$ cat src/rtl/pwrseq_pkg.sv
package pwrseq_pkg;

  localparam int STEP_W   = 4;
  localparam int OFF_LAST = 6;
  localparam int ON_LAST  = 14;

  typedef enum logic [1:0] {S_IDLE, S_STEP, S_ISSUE, S_DELAY} seqState_t;

  typedef struct packed {
    logic clrStep;
    logic incStep;
    logic startWait;
  } seqStrobe_t;

  typedef struct packed {
    logic        isWait;
    logic        isLong;
    logic [7:0]  addr;
    logic [15:0] data;
  } stepInfo_t;

  function automatic stepInfo_t stepLookup(input logic [STEP_W-1:0] idx);
    stepInfo_t s;
    s = '{isWait: 1'b0, isLong: 1'b0, addr: 8'h00, data: 16'h0000};
    case (idx)
      4'd0:  s.addr = 8'h10;
      4'd1:  s.isWait = 1'b1;
      4'd2:  s.addr = 8'h11;
      4'd3:  s.addr = 8'h12;
      4'd4:  begin s.isWait = 1'b1; s.isLong = 1'b1; end
      4'd5:  s.addr = 8'h13;
      4'd6:  begin s.isWait = 1'b1; s.isLong = 1'b1; end
      4'd7:  begin s.addr = 8'h56; s.data = 16'h080F; end
      4'd8:  begin s.addr = 8'h10; s.data = 16'h4240; end
      4'd9:  s.isWait = 1'b1;
      4'd10: s.addr = 8'h11;
      4'd11: begin s.addr = 8'h12; s.data = 16'h0014; end
      4'd12: begin s.isWait = 1'b1; s.isLong = 1'b1; end
      4'd13: begin s.addr = 8'h13; s.data = 16'h1319; end
      default: begin s.isWait = 1'b1; s.isLong = 1'b1; end
    endcase
    return s;
  endfunction

endpackage

$ cat src/rtl/pwrseq_datapath.sv
module pwrseq_datapath
  import pwrseq_pkg::*;
#(
  parameter int CLK_PER_MS = 125000,
  parameter int SHORT_MS   = 10,
  parameter int LONG_MS    = 40
) (
  input  logic        clk,
  input  logic        rstN,
  input  seqStrobe_t  stb,
  input  logic        tgtOn,
  output logic        curIsWait,
  output logic        atLast,
  output logic        waitDone,
  output logic [7:0]  wrAddr,
  output logic [15:0] wrData
);

  localparam int PRE_W = $clog2(CLK_PER_MS + 1);
  localparam int MS_W  = $clog2(LONG_MS + 1);

  logic [STEP_W-1:0] stepQ;
  logic [PRE_W-1:0]  preQ;
  logic [MS_W-1:0]   msQ;
  logic [MS_W-1:0]   msTarget;
  logic              running;
  logic              tick;
  stepInfo_t         info;

  always_comb begin
    info      = stepLookup(stepQ);
    curIsWait = info.isWait;
    wrAddr    = info.addr;
    wrData    = info.data;
    msTarget  = info.isLong ? MS_W'(LONG_MS) : MS_W'(SHORT_MS);
    tick      = running && (preQ == PRE_W'(CLK_PER_MS - 1));
    waitDone  = tick && (msQ == msTarget - 1'b1);
    atLast    = stepQ == (tgtOn ? STEP_W'(ON_LAST) : STEP_W'(OFF_LAST));
  end

  always_ff @(posedge clk) begin
    if (!rstN) begin
      stepQ   <= '0;
      preQ    <= '0;
      msQ     <= '0;
      running <= 1'b0;
    end else begin
      if (stb.clrStep)      stepQ <= '0;
      else if (stb.incStep) stepQ <= stepQ + 1'b1;

      if (stb.startWait) begin
        preQ    <= '0;
        msQ     <= '0;
        running <= 1'b1;
      end else if (running) begin
        if (tick) begin
          preQ <= '0;
          if (waitDone) running <= 1'b0;
          else          msQ     <= msQ + 1'b1;
        end else begin
          preQ <= preQ + 1'b1;
        end
      end
    end
  end

  // a running wait never reaches its own millisecond target
  p_ms_bound_r4: assert property (@(posedge clk) disable iff (!rstN)
    running |-> (msQ < msTarget));

  // every wait starts from a cleared prescaler and count
  p_fresh_wait_r4: assert property (@(posedge clk) disable iff (!rstN)
    stb.startWait |=> (running && preQ == '0 && msQ == '0));

endmodule

$ cat src/rtl/pwrseq_ctrl.sv
module pwrseq_ctrl
  import pwrseq_pkg::*;
(
  input  logic       clk,
  input  logic       rstN,
  input  logic       reqOn,
  input  logic       wrAck,
  input  logic       wrErr,
  input  logic       curIsWait,
  input  logic       atLast,
  input  logic       waitDone,
  output seqStrobe_t stb,
  output logic       tgtOn,
  output logic       wrReq,
  output logic       busy,
  output logic       isOn
);

  seqState_t stQ, stNxt;
  logic      isOnQ, tgtQ, finish;

  always_comb begin
    stb    = '0;
    stNxt  = stQ;
    finish = 1'b0;
    case (stQ)
      S_IDLE:
        if (reqOn != isOnQ) begin
          stb.clrStep = 1'b1;
          stNxt       = S_STEP;
        end
      S_STEP:
        if (curIsWait) begin
          stb.startWait = 1'b1;
          stNxt         = S_DELAY;
        end else begin
          stNxt = S_ISSUE;
        end
      S_ISSUE:
        if (wrErr) begin
          stNxt = S_IDLE;
        end else if (wrAck) begin
          if (atLast) begin
            finish = 1'b1;
            stNxt  = S_IDLE;
          end else begin
            stb.incStep = 1'b1;
            stNxt       = S_STEP;
          end
        end
      default:
        if (waitDone) begin
          if (atLast) begin
            finish = 1'b1;
            stNxt  = S_IDLE;
          end else begin
            stb.incStep = 1'b1;
            stNxt       = S_STEP;
          end
        end
    endcase
  end

  always_ff @(posedge clk) begin
    if (!rstN) begin
      stQ   <= S_IDLE;
      isOnQ <= 1'b0;
      tgtQ  <= 1'b0;
    end else begin
      stQ <= stNxt;
      if (stQ == S_IDLE && reqOn != isOnQ) tgtQ <= reqOn;
      if (finish) isOnQ <= tgtQ;
    end
  end

  assign tgtOn = tgtQ;
  assign wrReq = (stQ == S_ISSUE);
  assign busy  = (stQ != S_IDLE);
  assign isOn  = isOnQ;

  // matching request while idle keeps the block idle
  p_same_class_idle_r5: assert property (@(posedge clk) disable iff (!rstN)
    (stQ == S_IDLE && reqOn == isOnQ) |=> (stQ == S_IDLE));

  // an error on an offered write aborts without touching the state
  p_err_abort_r8: assert property (@(posedge clk) disable iff (!rstN)
    (stQ == S_ISSUE && wrErr) |=> (stQ == S_IDLE && $stable(isOnQ)));

  // the stored state only moves at the end of a busy period
  p_state_at_end_r6: assert property (@(posedge clk) disable iff (!rstN)
    !$stable(isOnQ) |-> ($past(stQ) != S_IDLE && stQ == S_IDLE));

  // the latched target is frozen while a sequence runs
  p_target_frozen_r7: assert property (@(posedge clk) disable iff (!rstN)
    (stQ != S_IDLE) |=> $stable(tgtQ));

endmodule

$ cat src/rtl/panel_power_seq.sv
module panel_power_seq
  import pwrseq_pkg::*;
#(
  parameter int CLK_PER_MS = 125000,
  parameter int SHORT_MS   = 10,
  parameter int LONG_MS    = 40
) (
  input  logic        clk,
  input  logic        rstN,
  input  logic        reqOn,
  input  logic        wrAck,
  input  logic        wrErr,
  output logic        wrReq,
  output logic [7:0]  wrAddr,
  output logic [15:0] wrData,
  output logic        busy,
  output logic        isOn
);

  seqStrobe_t stb;
  logic       tgtOn, curIsWait, atLast, waitDone;

  pwrseq_ctrl u_ctrl (
    .clk(clk), .rstN(rstN), .reqOn(reqOn), .wrAck(wrAck), .wrErr(wrErr),
    .curIsWait(curIsWait), .atLast(atLast), .waitDone(waitDone),
    .stb(stb), .tgtOn(tgtOn), .wrReq(wrReq), .busy(busy), .isOn(isOn)
  );

  pwrseq_datapath #(
    .CLK_PER_MS(CLK_PER_MS), .SHORT_MS(SHORT_MS), .LONG_MS(LONG_MS)
  ) u_dp (
    .clk(clk), .rstN(rstN), .stb(stb), .tgtOn(tgtOn),
    .curIsWait(curIsWait), .atLast(atLast), .waitDone(waitDone),
    .wrAddr(wrAddr), .wrData(wrData)
  );

  // an unanswered write stays offered with stable offset and value
  p_hold_stable_r9: assert property (@(posedge clk) disable iff (!rstN)
    (wrReq && !wrAck && !wrErr) |=> (wrReq && $stable(wrAddr) && $stable(wrData)));

  // an accepted write is withdrawn in the next cycle
  p_ack_drop_r9: assert property (@(posedge clk) disable iff (!rstN)
    (wrReq && wrAck) |=> !wrReq);

  // no write is offered while idle
  p_idle_quiet_r1: assert property (@(posedge clk) disable iff (!rstN)
    !busy |-> !wrReq);

endmodule

$ cat config.mk
export PLATFORM = sky130hd
export DESIGN_NAME = panel_power_seq
export DESIGN_NICKNAME = d
export VERILOG_FILES = /design/src/rtl/pwrseq_pkg.sv /design/src/rtl/pwrseq_datapath.sv /design/src/rtl/pwrseq_ctrl.sv /design/src/rtl/panel_power_seq.sv
export SDC_FILE = /design/constraint.sdc
export NUM_CORES = 1
export LEC_CHECK = 0
export ABC_AREA = 1
export BUFFER_PORTS_ARGS = -buffer_cell sky130_fd_sc_hd__buf_2
export CORE_MARGIN = 2
export CORE_UTILIZATION = 61
export DETAILED_ROUTE_END_ITERATION = 6
export PLACE_DENSITY = 0.81
export RECOVER_POWER = 50
export SYNTH_ARGS = -nofsm -noshare
export SYNTH_HDL_FRONTEND = slang
export SYNTH_HIERARCHICAL = 1
export SYNTH_SLANG_ARGS = --single-unit
$ cat constraint.sdc
create_clock -name clk -period 3.9 [get_ports clk]
set_input_delay 0.39 -clock clk [delete_from_list [all_inputs] [get_ports clk]]
set_output_delay 0.39 -clock clk [all_outputs]
set_load 0.01 [all_outputs]
Yosys cells after proc, flatten, opt, wreduce, memory -nomap -nowiden:

Cells that the tools add are included.

* flip-flop bits (word level): 32
* bits of input ports: 5
* output and inout port bits: 27
* logic and storage cells: 79

* $add $sub $neg: 4
* equality and inequality tests: 18
* reductions and logical operators: 18
* muxes and demuxes: 30
* bitwise logic cells: 2

Operators with widths (count)
* $pmux W15 S4: 1
* $pmux W7 S5: 1
* $eq A4 B4 Y1 const B: 5
* $mux W1: 18
* $add A17 B1 Y17 const B: 1
* $eq A17 B17 Y1 const B: 1
* $mux W17: 1
* $reduce_or A2 Y1: 7
* $reduce_or A11 Y1: 1
* $reduce_or A9 Y1: 1
* $eq A4 B2 Y1 const B: 2
* $eq A4 B3 Y1 const B: 2
* $mux W2: 4
* $add A6 B1 Y6 const B: 1
* $eq A6 B6 Y1: 1
* $mux W6: 1
* $pmux W2 S3: 1
* $reduce_and A3 Y1: 2
* $sub A6 B1 Y6 const B: 1
* $add A4 B1 Y4 const B: 1
* $eq A4 B1 Y1 const B: 1
* $eq A4 B4 Y1: 1
* $logic_not A4 Y1: 1
* $mux W4: 1
* 11 further kinds: 15

Longest topological paths before layout:

Gate-level depths: netlist of the first run.

* depth after elaboration: 10
* mapped depth: 16
* mapped depth without buffers: 16

By module:

The synthesis of the first run kept the hierarchy.

By module, submodules not included
* pwrseq_datapath: sequential area each 560.5 µm², cells each 272, instances 1, area an instance 1866.8 µm²
* pwrseq_ctrl: sequential area each 80.1 µm², cells each 60, instances 1, area an instance 315.3 µm²

Least setup slack after synthesis of the first run:

No wires, ideal clock.

* kind: reg-to-reg
* from: register u_dp.stepQ[1]
* to: register u_dp.stepQ[3]
* buffers on the path: 0
* setup time: 0.078 ns
* data arrival time: 2.050 ns
* path slack: 1.772 ns
* clock period less this slack: 2.128 ns
* data required time: 3.822 ns
* stages on the path, launching flop included: 16
* cells stage by stage: dfxtp_1 -> inv_1 -> ha_1 -> nand3_2 -> nand2_1 -> nor2_1 -> nand3_1 -> nand2_1 -> nand3_1 -> a21oi_1 -> nand2_1 -> a21oi_1 -> nand2_1 -> nor2_1 -> a21oi_1 -> nor3_1

RTL lines
* from (decl): RTL line pwrseq_datapath.sv:22 `logic [STEP_W-1:0] stepQ;`
* from (signal assigned): RTL line pwrseq_datapath.sv:49 `else if (stb.incStep) stepQ <= stepQ + 1'b1;`

==> results of run 1 <==
## cell type report
cell class,count,area (um^2)
Tap cell,46,57.6
Clock buffer,6,41.3
Timing Repair Buffer,23,96.3
Sequential cell,32,641
Multi-Input combinational cell,233,1200
Clock inverter,2,35.0
Fill cell,315,1100
Inverter,58,225
## cells in the mapped netlist
| master | number |
|---|---|
| nor3_4 | 2 |
| or2_2 | 2 |
| dfxtp_1 | 32 |
| a31oi_1 | 1 |
| nand2_4 | 2 |
| o21a_1 | 2 |
| buf_6 | 2 |
| xor2_1 | 3 |
| o31ai_1 | 1 |
| buf_4 | 14 |
| inv_4 | 1 |
| nand4_1 | 8 |
| nor3_2 | 1 |
| o211ai_1 | 2 |
| nand3b_2 | 1 |
| nor2_4 | 1 |
| inv_6 | 1 |
| a21oi_1 | 17 |
| inv_1 | 56 |
| o21ai_1 | 1 |
| a211oi_1 | 1 |
| nor3_1 | 9 |
| o21ai_0 | 9 |
| ha_1 | 6 |
| nor2_2 | 6 |
| nor4_1 | 3 |
| nand2_1 | 63 |
| nand3_1 | 27 |
| nand3_2 | 5 |
| nand2_2 | 3 |
| nor2_8 | 1 |
| conb_1 | 1 |
| xnor2_1 | 1 |
| nor2_1 | 47 |
## per-stage QoR
step	power, W	cell area [um^2]	cells	worst slack [ns]
final	0.000660	2290	400	1.02
after global routing	0.000695	2290	400	0.674
after CTS	0.000671	2330	400	1.09
after detailed placement	0.000424	2250	392	1.12
after global placement	0.000424	2250	392	1.14
after floorplan	0.000411	2210	339	1.77
## registers in the layout, indices dropped and copies added (netlist names)
name,count
u_ctrl/isOn,1
u_dp/stepQ,4
u_ctrl/tgtOn,1
u_dp/running,1
u_dp/preQ,17
u_ctrl/stQ,2
u_dp/msQ,6
## cell usage in the layout, fill, tap and decap left out, types with 3 or more instances in the layout
cell type and count:
nand4_1 8, nor3_1 9, a21oi_1 17, xor2_1 3, nor2_2 3, buf_2 8
o21ai_0 9, conb_1 8, nand3_2 3, nand2_1 63, inv_1 56, clkbuf_4 5
clkbuf_1 16, dfxtp_1 32, ha_1 6, nand3_1 29, nand2_2 3, nor4_1 3
nor2_1 50
## how the worst max path moves through the flow
stage / endpoint / depth (start not counted) / slack (ns) / startpoint
floorplan: u_dp/stepQ[3] / 15 / 1.77 / u_dp/stepQ[1]
global placement: u_dp/preQ[14] / 12 / 1.14 / u_dp/stepQ[0]
detailed placement: u_dp/preQ[0] / 11 / 1.12 / u_dp/stepQ[0]
CTS: u_dp/preQ[0] / 11 / 1.09 / u_dp/stepQ[0]
global route: u_dp/preQ[0] / 11 / 0.67 / u_dp/stepQ[0]
finish: u_dp/preQ[0] / 11 / 1.02 / u_dp/stepQ[0]
## critical path, cell delays in order (launching register included)
cell,delay [ns]
dfxtp_1,0.43
ha_1,0.31
nand3_1,0.22
nand2_1,0.15
nor3_1,0.06
inv_1,0.07
nor2_1,0.06
nor2_1,0.43
inv_1,0.25
nor2_2,0.37
inv_1,0.16
o31ai_1,0.26
## kinds of logic (layout without fill, tap and decap cells)
family / Yosys count / count (layout) / share of synthesized area, %
AND/OR/NAND/NOR: 181 / 181 / 40.7
XOR/XNOR: 4 / 4 / 1.61
buffers and inverters: 74 / 89 / 16.2
flip-flops: 32 / 32 / 29.4
AO/OA/AOI/OAI: 34 / 34 / 8.54
adder cells (fa/ha/maj): 6 / 6 / 3.44
other: 1 / 8 / 0.172
## power by group through the flow
stage	Combinational, W	Clock, W	Sequential (W)
3_5_place_dp	0.0000748	0	0.000349
3_3_place_gp	0.0000745	0	0.000349
5_1_grt	0.0000848	0.000268	0.000342
4_1_cts	0.0000753	0.000254	0.000342
6_report	0.0000733	0.000246	0.000341
2_1_floorplan	0.0000644	0	0.000347
## metal layers
metal,up-vias,global-route usage (%)
li1,1074,-
met1,903,30.8
met2,42,35.2
met3,7,5.46
met4,0,7.88
met5,-,0
==> qor.csv, run 1 <==
metric,value,unit
status,completed,
drive_gt1_share,10.2,%
h-tree-depth,2,
fin_tns_setup,0,ns
wl_met3,160,um
synth_area_leaders,"dfxtp_1 29%, nand2_1 11%, inv_1 9.6%",
dieArea,4070,um^2
final_core_util,67.7,%
place_congestion,0.964,
netlist_area,2180,um^2
combPwrFrac,11.1,%
ir_worst_vdd,0.265,mV
grt_pass1_vias,1744,
holdPathStages,3,
ant_nets,0,
overflow,0,
swShare,25.5,%
antenna_found_initial,0,
drc,0,
fin_crit,2.88,ns
drt_iter0_drc,114,
hold_buffers,0,
rsz0062_at_grt,false,
cts_sinks,32,
report.final.slew_viol_count,0,
max_freq,0.347,GHz
cts_max_path_buffers,2,
die_h,63.8,um
p_int,0.000491,W
top_layer_used,met4,
cap_violations,0,
grt_start_max_net_pins,11,
start_util,64.4,%
leakage,1.16,nW
area_delta_synth_final,5.10,%
wl_per_cell,10.6,um
ys_warn_count,6,
min_period_over_period,73.9,%
syn-mean-instance-area,6.57,um^2
grtUsageTotal,22.7,%
cts_root_buffer,clkbuf_4,
startpoint_type,flip-flop,
hold_class,input pin to flip-flop,
worst_setup_path_end_kind,flip-flop,
relSlewSlack,63.7,%
worstPathRequired,4.14,ns
p_seq_share,51.7,%
cts_repair_resize_count,0,
grt_first_pass_wirelength,7510,um
io_buffers,23,
worst_pin_slew,0.542,ns
p_per_area,288,nW/um^2
core,3390,um^2
nNetsFinal,364,
synth.distinct_cells,34,
finalHoldViolations,0,
die_width,63.8,um
postCtsSetupBuffers,0,
path_class,flip-flop to flip-flop,
r2r-end,u_dp/preQ[0],
via_count,2026,
crit_arrival,3.12,ns
antenna-diode-count,0,
crit_fanout,10,
met1Wirelength,2130,um
fin_skew,0.00405,ns
switchingPower,0.000168,W
clock_latency,0.33,ns
ys_ff_latch,32,
holdPathEnd,u_ctrl/tgtOn,
wirelength,4230,um
worstHoldStart,rstN,
finalSetupViolCount,0,
dr_wl_met2,1870,um
cts_buffers,5,
reg2reg_from,u_dp/stepQ[0],
std_cell_rows,21,
clock_power_share,37.2,%
firstDrtPassIters,4,
io_pins,32,
rrSetupSlack,1.02,ns
vias_per_cell,5.07,
dp_hpwl,3320,um
syn_inst,332,
yosys.area.top_type_share,29.4,%
whs,0.318,ns
cts_tree,yes,
ys_seq_area_share,29.4,%
reg2regPathDepth,11,
clkTransAtPathRegs,0.09,ns
synth_largest_area_cell,dfxtp_1,
No activity file was read; power rests on OpenSTA's default activity.
==> inputs of run 2 (changes only) <==
CORE_UTILIZATION = 57   (was 61)
PLACE_DENSITY = 0.77   (was 0.81)
clock period = 2.77 ns   (was 3.9 ns; I/O delays follow)
==> run 2 against run 1 <==
Net effect: maximum frequency up 14%; via count is 1.3% lower; sequential share of layout area shrank 0.45 points; non-clock buffer count increased by 2; global-route usage fell by 1.2 points; sequential cell count is the same; count of clock-buffer cells in the layout is 1 higher; combinational power rose by 47%; utilization down 4.0 points; first-iteration DRC count is 17% lower; critical endpoint is now u_dp/stepQ[3].
==> qor.csv, run 2 (synthesized netlist as in run 1, its figures left out) <==
metric,value,unit,change
status,completed,,
io_pins,32,,unchanged
drc,0,,unchanged
dp_hpwl,3340,um,+0.67%
regMostFlops,u_dp/preQ,,
min_period_over_period,90.9,%,+17 points
reg.largest.list,"u_dp/preQ (17), u_dp/msQ (6), u_dp/stepQ (4)",,
worstPathRequired,2.98,ns,-1.16 ns
final_common_cell,nand2_1,,
core,3660,um^2,+8.0%
dieArea,4340,um^2,+6.6%
rsz0062_at_grt,false,,
firstDrtPassIters,4,,unchanged
grt_start_max_net_pins,11,,unchanged
fin_area,2330,um^2,+1.6%
crit_fanout,6,,-4
fin_tns_setup,0,ns,unchanged
die_width,65.9,um,+3.2%
worst_setup_path_end_kind,flip-flop,,
start_util,59.6,%,-4.8 points
p_per_area,414,nW/um^2,+44%
fin_crit,2.52,ns,-0.365 ns
placed_cell_area,2270,um^2,+0.78%
cap_violations,0,,unchanged
overflow,0,,unchanged
drt_iter0_drc,95,,-17%
clkTransAtPathRegs,0.07,ns,-0.02 ns
ant_nets,0,,unchanged
place_congestion,0.904,,-6.2%
clock_latency,0.28,ns,-0.05 ns
path_class,flip-flop to flip-flop,,
cts_sinks,32,,unchanged
cts_tree,yes,,
fin_ws,0.253,ns,-0.765 ns
wirelength,4320,um,+2.1%
antenna_found_initial,0,,unchanged
grt_first_pass_wirelength,7180,um,-4.3%
finalHoldViolations,0,,unchanged
dp_slack,0.315,ns,-0.806 ns
antenna-diode-count,0,,unchanged
wl_per_cell,10.7,um,+1.1%
startpoint_type,flip-flop,,
grt_pass1_vias,1692,,-3.0%
h-tree-depth,2,,unchanged
cts_root_buffer,clkbuf_8,,
hold_buffers,0,,unchanged
crit_arrival,2.72,ns,-0.40 ns
power,0.000966,W,+46%
nFillCells,350,,+11%
grtUsageTotal,21.5,%,-1.2 points
area_delta_synth_final,6.82,%,
postCtsSetupBuffers,0,,unchanged
hold_class,input pin to flip-flop,,
cts_buffers,5,,unchanged
whs,0.265,ns,-0.0531 ns
multi_input_comb_area,1200,um^2,+0.21%
nNetsFinal,366,,+0.55%
max_freq,0.397,GHz,+14%
fin_skew,0.00256,ns,-0.00149 ns
std_cell_rows,22,,+4.8%
cts_repair_resize_count,0,,unchanged
drive_gt1_share,11.0,%,+0.79 points
report.final.slew_viol_count,0,,unchanged
largest_reg_flops,17,,unchanged
leakage,1.16,nW,-0.36%
layout_common_cells,"64 x nand2_1, 56 x inv_1, 50 x nor2_1",,
die_h,65.9,um,+3.2%
vias_per_cell,4.95,,-2.3%
cts_max_path_buffers,2,,unchanged
ir_worst_vdd,0.264,mV,-0.21%
via_count,1999,,-1.3%
register_area,641,um^2,unchanged
io_buffers,23,,unchanged
finalSetupViolCount,0,,unchanged
-- run 2: report_power, final --
part,leakage [nW],total (W),switching [W],internal (W)
clock network,0.0445,0.000378,0.000176,0.000202
registers,0.258,0.000480,0.0000107,0.000469
logic,0.856,0.000108,0.0000723,0.0000354
total,1.16,0.000966,0.000259,0.000706
-- run 2: worst max-delay path, cell delays in order (launching register included) --
cell     delay, ns
dfxtp_1       0.37
inv_1         0.11
ha_1          0.24
nand3_2       0.14
nand2_1       0.09
nor2_1        0.12
nand3_1       0.11
nand2_1       0.09
nand3_1       0.07
a21oi_1       0.27
nand2_1       0.10
a21oi_1       0.24
nand2_1       0.13
nor2_1        0.11
a21oi_1       0.07
nor3_1        0.18
-- run 2: area by class of cell --
| type | count | area share, % |
|---|---|---|
| clock buffer | 7 | 3.70 |
| clock inverter | 1 | 0.322 |
| inverter | 58 | 9.66 |
| multi-input combinational | 233 | 51.5 |
| sequential | 32 | 27.5 |
| tap | 48 | 2.58 |
| timing repair buffer | 25 | 4.78 |
-- run 2: final timing paths --
check	slack [ns]	end	startpoint	cells after the start
max	0.25	u_dp/stepQ[3]	u_dp/stepQ[1]	15
min	0.27	u_ctrl/tgtOn	rstN	3
max reg2reg	0.25	u_dp/stepQ[3]	u_dp/stepQ[1]	15
min reg2reg	0.45	u_dp/preQ[16]	u_dp/preQ[16]	1
-- run 2: per-layer routing --
metal  up-vias  wire length [um]  track usage (%)
met5         -                 0                0
met4         0                63             9.38
met3         6               158             5.62
met2        32              1820             30.4
met1       880              2270             30.3
li1       1081                 -                -
-- run 2: stage by stage --
stage	cells	utilization, %
after floorplan	339	-
after global placement	396	62.0
after detailed placement	396	62.0
after CTS	404	64.6
after global routing	404	63.7
final	404	63.7
==> inputs of run 3 (changes only) <==
CORE_ASPECT_RATIO = 0.75   (was not set)
==> run 3 against run 2 <==
Net effect: worst hold slack got worse by 0.0099 ns; global-route usage increased by 1.4 points; maximum frequency increased by 3.6%; non-clock buffer count increased by 1; wire length increased by 6.0%; register-to-register slack improved by 0.09 ns; sequential power about the same; first-iteration DRC count increased to 3.0 times the previous value; combinational power about the same; cell area increased by 2.1%; clock skew increased by 0.0038 ns; largest cell class unchanged.
==> qor.csv, run 3 (synthesized netlist as in run 1, its figures left out) <==
metric,value,unit,change
status,completed,,
power,0.00107,W,+11%
wl_per_cell,11.2,um,+4.7%
area_delta_synth_final,9.12,%,
std_cell_rows,19,,-14%
min_period_over_period,87.7,%,-3.2 points
antenna_found_initial,0,,unchanged
hold_buffers,0,,unchanged
ir_worst_vdd,0.338,mV,+28%
io_buffers,23,,unchanged
fin_crit,2.43,ns,-0.0879 ns
hold_class,input pin to flip-flop,,
cts_repair_resize_count,0,,unchanged
grt_first_pass_wirelength,7410,um,+3.2%
cts_root_buffer,clkbuf_8,,
final_common_cell,nand2_1,,
cts_tree,yes,,
grtUsageTotal,22.9,%,+1.4 points
holdPathEnd,u_ctrl/tgtOn,,
nFillCells,347,,-0.86%
worstPathRequired,2.96,ns,-0.02 ns
regMostFlops,u_dp/preQ,,
clkTransAtPathRegs,0.07,ns,about the same
cts_buffers,5,,unchanged
max_freq,0.412,GHz,+3.6%
reg2regPathDepth,12,,-3
relSlewSlack,65.9,%,
worst_setup_path_end_kind,flip-flop,,
leakage,1.19,nW,+3.0%
clock_latency,0.29,ns,about the same
io_pins,32,,unchanged
core,3660,um^2,unchanged
reg.largest.list,"u_dp/preQ (17), u_dp/msQ (6), u_dp/stepQ (4)",,
ant_nets,0,,unchanged
h-tree-depth,2,,unchanged
cts_sinks,32,,unchanged
grt_start_max_net_pins,11,,unchanged
startpoint_type,flip-flop,,
drc,0,,unchanged
place_congestion,0.928,,+2.7%
die_h,57.6,um,-13%
reg2reg_from,u_dp/stepQ[1],,
path_class,flip-flop to flip-flop,,
crit_arrival,2.62,ns,-0.10 ns
fin_tns_setup,0,ns,unchanged
start_util,59.6,%,unchanged
report.final.slew_viol_count,0,,unchanged
nNetsFinal,367,,+0.27%
worstHoldStart,rstN,,
postCtsSetupBuffers,0,,unchanged
drt_iter0_drc,284,,+200%
rrSetupSlack,0.34,ns,+0.09 ns
crit_start,u_dp/stepQ[1],,
dp_hpwl,3430,um,+2.6%
worst_pin_slew,0.507,ns,
holdPathStages,3,,unchanged
die_width,75.4,um,+15%
grt_pass1_vias,1637,,-3.3%
r2r-end,u_dp/preQ[0],,
dieArea,4340,um^2,+0.13%
via_count,2105,,+5.3%
cts_max_path_buffers,2,,unchanged
p_per_area,451,nW/um^2,+8.9%
crit_fanout,10,,+4
drive_gt1_share,11.5,%,+0.53 points
largest_reg_flops,17,,unchanged
antenna-diode-count,0,,unchanged
finalSetupViolCount,0,,unchanged
finalHoldViolations,0,,unchanged
overflow,0,,unchanged
wirelength,4580,um,+6.0%
vias_per_cell,5.15,,+4.0%
layout_common_cells,"63 x nand2_1, 56 x inv_1, 50 x nor2_1",,
firstDrtPassIters,5,,+1
fin_skew,0.00633,ns,+0.00377 ns
rsz0062_at_grt,false,,
cap_violations,0,,unchanged
run 3: cell count changes in the layout (fill, tap and decap cells not counted), sizes merged:
cell      previous run  this run
clkbuf              22        24
buf                 10         9
bufinv               0         1
clkinvlp             1         0
run 3: metrics by stage:
| stage | cells | setup WS [ns] | hold WS, ns | area, um^2 | util [%] |
|---|---|---|---|---|---|
| floorplan | 339 | 0.642 | 0.398 | 2210 | - |
| global placement | 401 | 0.416 | 0.442 | 2280 | 62.4 |
| detailed placement | 401 | 0.326 | 0.447 | 2280 | 62.4 |
| CTS | 409 | 0.265 | 0.238 | 2410 | 65.8 |
| global route | 409 | 0.0261 | 0.254 | 2380 | 65.0 |
| finish | 409 | 0.341 | 0.255 | 2380 | 65.0 |
run 3: worst max-delay path, cell delays in order (launching register included):
cell     delay (ns)
dfxtp_1        0.32
inv_1          0.15
ha_1           0.22
nand3_1        0.19
nand3_1        0.20
nor3_1         0.08
inv_1          0.07
nor2_1         0.06
nor2_1         0.13
inv_1          0.14
nor2_2         0.37
inv_1          0.18
o31ai_1        0.23
run 3: final cells by class:
class,count,area [um^2],share of cell area [%]
timing repair buffer,26,114,4.78
multi-input combinational,233,1210,50.8
inverter,58,225,9.46
clock inverter,1,30.0,1.26
sequential,32,641,26.9
clock buffer,7,96.3,4.05
tap,52,65.1,2.73
run 3: report_power, final:
group	switching, W	internal (W)
registers	0.00000991	0.000469
logic	0.0000713	0.0000347
clock network	0.000172	0.000317
run 3: worst max path at each step:
stage,end,slack [ns],cells after the start
finish,u_dp/preQ[0],0.34,12
global route,u_dp/preQ[14],0.03,14
CTS,u_dp/stepQ[3],0.27,15
detailed placement,u_dp/stepQ[3],0.33,15
global placement,u_dp/preQ[0],0.42,11
floorplan,u_dp/stepQ[3],0.64,15
run 3: per-layer routing:
layer  GRT usage [%]  routed length [um]  up-vias
li1                -                   -     1084
met1            35.4                2450      915
met2            29.4                1710      102
met3            8.48                 388        4
met4            6.02                  27        0
met5               0                   0        -
